File: src/rtl/hdr_chk_pkg.sv
package hdr_chk_pkg;

  // Header fields collected while the image streams past
  typedef struct packed {
    logic [7:0]  id_sum;     // stored identifier CRC-8
    logic [31:0] body_sum;   // stored data-area CRC-32
    logic [63:0] uid;
    logic [7:0]  rev;
    logic [15:0] len_word;
    logic [15:0] vendor;
    logic [15:0] model;
  } hdr_fields_t;

  localparam int HDR_BYTES  = 22;
  localparam int BODY_START = 13;

endpackage

File: src/rtl/hdr_field_capture.sv
module hdr_field_capture
  import hdr_chk_pkg::*;
#(
  parameter int CNT_W = 12
) (
  input  logic              clk,
  input  logic              rst,
  input  logic              in_valid,
  input  logic [7:0]        in_data,
  input  logic              in_sof,
  input  logic              in_eof,
  output logic              take,
  output logic [CNT_W-1:0]  cur_idx,
  output hdr_fields_t       fld_d,
  output hdr_fields_t       fld_q
);

  logic             open_q;
  logic [CNT_W-1:0] idx_q;

  assign take    = in_valid && (in_sof || open_q);
  assign cur_idx = in_sof ? '0 : idx_q;

  always_comb begin
    fld_d = fld_q;
    if (take) begin
      if (in_sof) fld_d = '0;
      if (cur_idx == CNT_W'(0)) fld_d.id_sum = in_data;
      for (int k = 0; k < 8; k++)
        if (cur_idx == CNT_W'(1 + k)) fld_d.uid[8*k +: 8] = in_data;
      for (int k = 0; k < 4; k++)
        if (cur_idx == CNT_W'(9 + k)) fld_d.body_sum[8*k +: 8] = in_data;
      if (cur_idx == CNT_W'(13)) fld_d.rev = in_data;
      for (int k = 0; k < 2; k++) begin
        if (cur_idx == CNT_W'(14 + k)) fld_d.len_word[8*k +: 8] = in_data;
        if (cur_idx == CNT_W'(16 + k)) fld_d.vendor[8*k +: 8]   = in_data;
        if (cur_idx == CNT_W'(18 + k)) fld_d.model[8*k +: 8]    = in_data;
      end
    end
  end

  always_ff @(posedge clk) begin
    if (rst) begin
      open_q <= 1'b0;
      idx_q  <= '0;
      fld_q  <= '0;
    end else begin
      fld_q <= fld_d;
      if (take) begin
        open_q <= !in_eof;
        if (cur_idx != '1) idx_q <= cur_idx + CNT_W'(1);
      end
    end
  end

  // a start byte always restarts the offset count
  a_r9_sof_restarts: assert property (@(posedge clk) disable iff (rst)
    (in_valid && in_sof) |=> idx_q == CNT_W'(1));

  // bytes outside an open frame leave the captured header alone
  a_r1_idle_ignored: assert property (@(posedge clk) disable iff (rst)
    (!open_q && in_valid && !in_sof) |=> $stable(fld_q));

endmodule

File: config.mk
export PLATFORM = sky130hd
export DESIGN_NAME = hdr_field_capture
export DESIGN_NICKNAME = d
export VERILOG_FILES = /design/src/rtl/hdr_chk_pkg.sv /design/src/rtl/hdr_field_capture.sv
export SDC_FILE = /design/constraint.sdc
export NUM_CORES = 1
export LEC_CHECK = 0
export BUFFER_PORTS_ARGS = -buffer_cell sky130_fd_sc_hd__buf_2
export CAP_MARGIN = 40
export CORE_UTILIZATION = 45
export DETAILED_ROUTE_END_ITERATION = 6
export PLACE_DENSITY = 0.77
export SYNTH_ARGS = -nofsm -noshare
export SYNTH_HDL_FRONTEND = slang
export SYNTH_SLANG_ARGS = --single-unit
File: constraint.sdc
create_clock -name clk -period 3 [get_ports clk]
set_clock_uncertainty 0.1 [all_clocks]
set_input_delay 0.45 -clock clk [delete_from_list [all_inputs] [get_ports clk]]
set_output_delay 0.45 -clock clk [all_outputs]
set_load 0.02 [all_outputs]
# After elaboration in Yosys (flattened, before gate mapping)
# Index checks and enable logic that the tools add are counted.
# totals
output_inout_bits	333
regBits	173
# op_classes
muxes	23
n_eq_ne	20
reduce_logical	5
n_addsub	1
# ops
op	count
$mux W160	2
$mux W8	20
$eq A12 B4 Y1 const B	8
$eq A12 B3 Y1 const B	4
$eq A12 B5 Y1 const B	4
$eq A12 B2 Y1 const B	2
$add A12 B1 Y12 const B	1
$eq A12 B1 Y1 const B	1
$logic_not A12 Y1	1
$mux W12	1
$ne A12 B12 Y1 const B	1
$reduce_and A2 Y1	1
$logic_and A1 B1 Y1	1
$logic_not A1 Y1	1
$logic_or A1 B1 Y1	1

# Logic depth before layout (Yosys ltp)
# logic_depth
word_depth	4
mapped_depth	9
mapped_depth_nobuf	6

# Worst setup path after synthesis
# OpenSTA, ideal clock, no wires.
# synth_timing
path_type	input to output
from	input port in_sof
to	output port fld_d[10] (netlist bit)
required_time_ps	2450
path_slack_ps	-577
n_path_buf	4
stages	9
t_arrival_ps	3027
cell_sequence	buf_2 -> clkbuf_1 -> nor2b_1 -> ha_1 -> clkbuf_1 -> nand2_1 -> nor2_2 -> buf_2 -> mux2i_1
# synth_lines
element	line_no	text
start: declaration	hdr_field_capture.sv:10	input logic in_sof,
end: declaration	hdr_field_capture.sv:14	output hdr_fields_t fld_d,

==> impl_results.md <==
* Status: finished clean
* Most common cell in the netlist: nand2_1
* TritonCTS clock tree: done
* R2R cell count at 7
* GRT overflow at 0
* Setup total negative slack at 0 ns
* Reg2reg start: idx_q[8]
* Fin worst setup slack at around 0.04 ns
* Worst Path Arrival at around 2.4 ns
* Antenna-violating nets left at 0
* Peak supply drop at approximately 0.35 mV
* Simple-Gate Fraction of Synth Area at around 17%
* Layout cells sized above 1 at 43.2%
* Worst R2R End: fld_q[46]
* Cell repeated most along the worst path: buf_4
* Vias per cell at approximately 5.5
* Rel. slew slack at approximately 45%
* Crit path kind: reg -> out
* Mapped cell area at 9020 sq um
* Flops & latches, synth at approximately 170
* Core Box Area at a little under 20000 sq um
* Worst hold path depth at 2
* Ys flop type: dfxtp_1
* Wirelength per Cell at roughly 20 um
* Vias in the first global route at between 8000 and 9000
* Port Buffers at 345
* Largest net degree at the start of global routing at 70
* Unrepaired setup endpoints after global routing: yes
* Die height at between 100 and 150 um
* Top cell type's share of synthesized area at 38.4%
* Slowest stage delay, CP at roughly 0.36 ns
* Worst R2R Setup Slack at around 0.62 ns
* Multiplexer area fraction after synthesis at 28.4%
* Post-synth EDFFs at 0
* Worst-case clock buffer depth at 2
* YS warnings at 0
* Synth Area in Adders at 0.555%
* Clock transition at path regs at about 0.070 ns
* Critical-path top delay cell: dfxtp_4
* Setup Viol. Count Final at 0
* WL final at between 30 and 40 mm
* Fin crit period at 2.96 ns
* Cts hold-fix bufs at 0
* Site row count at between 50 and 60
* Final Net Count at 1396
* Synth Area in Compound Gates at about a tenth
* Via total after detailed routing at between 9000 and 10000
* CTS root buf: clkbuf_16
* Hold-critical path endpoint: open_q
* Avg Inst Size Synth at 9.00 sq um
* Fin cells at between 1500 and 2000
* Max Clk Rate at approximately 340 MHz
* Maxcap violations at 0
* Post-Syn Nets at about 1000
* # clock sinks at about 170
* CP top delay family: buffers and inverters
* Measured slew at the worst slew-check pin at ~0.83 ns
* GPL Wtd Cong at 0.888
* HP Start: in_eof
* Required @ worst endpoint at 2.45 ns
* Initial antenna violation count at 0
* Num CTS Buffers at 17
* Hold Violations, Final at 0
* Syn Inst Count at between 1000 and 1500
* Initial DRC count at around 430
* Final Power at approximately 5.0 mW
* Main area contributors after synthesis: dfxtp_1 38%, mux2i_1 28%, nand2_1 11%
* Pre-antenna DRT Iters at 5
* Worst hold path class: in -> reg
* Initial Util at between 40% and 50%
* Crit. End Element: output pin
* Die area at 20600 sq um
* Dpl ws at approximately 0.067 ns
* Register area share after synthesis at a little under two fifths
* Crit-path cells: nor4_4 > buf_4 > a31oi_4 > buf_4 > nor3_4 > buf_12 > mux2i_2 > buf_2
* Layout Area Growth over Synthesis at 42.0%
* Yosys cell types at slightly below 50
* Post-DP HPWL at between 20 and 25 mm
* Leak Pwr at about 5.7 nW
* Cell taking the most area after synthesis: dfxtp_1
* Die X at approximately 140 um
* Period utilization at a little over nine tenths
* Main combinational cell family by area after synthesis: multiplexers
* Post-Route Utilization at 65.6%
* Synth top cells by count: 266 x nand2_1, 256 x mux2i_1, 173 x dfxtp_1
* CP bufs+invs at 4
* # IOs at 346
* Critical Path Source Type: register
* Fill cells at around 1600
* Global Route Usage Sum at 31.0%
* Dpl cells at approximately 1600
* Post-Synth XOR/XNOR Area at 0.0971%
* Number of remaining DRC errors at 0
* Worst-path fanout max at 16
* H-tree depth at 4
* P per Cell Area at 389 nW/um^2
* First-pass GRT wire length at roughly 47 mm
* # diodes at 0
* Fraction of registers with async set or reset after synthesis at 0%
* Final Slew Violations at 0
* Clock latency on the worst-skew pair at ~0.43 ns
registers in the layout, summed over array words and instances (netlist names):
signal / cells
fld_q: 160
idx_q: 12
open_q: 1
kinds of logic (layout without fill, tap and decap cells):
logic type,count (synthesis),in the layout
xor+xnor,1,1
simple gates,351,351
mux,256,256
fa+ha+maj,4,4
compound gates,111,111
flops,173,173
buf+inv,106,496
per-layer routing:
layer,up-vias,track usage (%),part of all wire (%)
met5,-,0,0
met4,0,13.4,3.1
met3,57,4.27,6.4
met2,441,51.9,47
met1,4371,39.9,43
li1,4222,-,-
timing repair:
| item | 4_1_cts | 5_1_grt |
|---|---|---|
| gates resized for setup | 22 | 24 |
| setup buffers | 8 | 24 |
| pin swaps | 4 | 6 |
| setup endpoints to repair | 116 | 131 |
| gates cloned | 0 | 1 |
area by class of cell:
type	count	area [sq um]	area share, %
Clock buffer	18	439	3.43
Inverter	17	63.8	0.498
Multi-Input combinational cell	723	5590	43.6
Clock inverter	14	129	1.01
Tap cell	265	332	2.59
Timing Repair Buffer	447	2780	21.7
Sequential cell	173	3470	27.1
where the power goes:
group	internal, mW	leakage, nW	total (mW)	switching [mW]
Combinational	0.147	4.03	0.505	0.358
Clock	1.12	0.286	2.16	1.03
Sequential	2.31	1.40	2.32	0.0158
Total	3.58	5.71	4.98	1.41
cells in the final DEF (no fill, tap or decap), types with 16 or more instances in the layout:
master and instances:
buf_4 95, a22o_1 64, dfxtp_1 168, nand2_1 261, clkbuf_16 18, mux2i_1 184, buf_2 331, nor2_1 16
mux2i_2 64, buf_12 19
through the flow:
stage / hold slack [ns] / instance area (sq um)
CTS: 0.0918 / 12500
global route: 0.100 / 12800
finish: 0.106 / 12800
detailed placement: 0.361 / 11800
global placement: 0.356 / 11800
floorplan: 0.400 / 9430
worst max-delay path by stage:
stage	slack (ns)	to	depth (start not counted)	start
6_report	0.04	fld_d[60]	8	idx_q[8]
3_5_place_dp	0.07	fld_d[152]	9	in_sof
3_3_place_gp	0.06	fld_d[53]	6	in_sof
4_1_cts	-0.01	fld_d[53]	6	idx_q[8]
2_1_floorplan	-0.02	fld_d[120]	8	in_sof
5_1_grt	-0.02	fld_d[149]	5	idx_q[8]
Power figures use the tool's default switching activity.
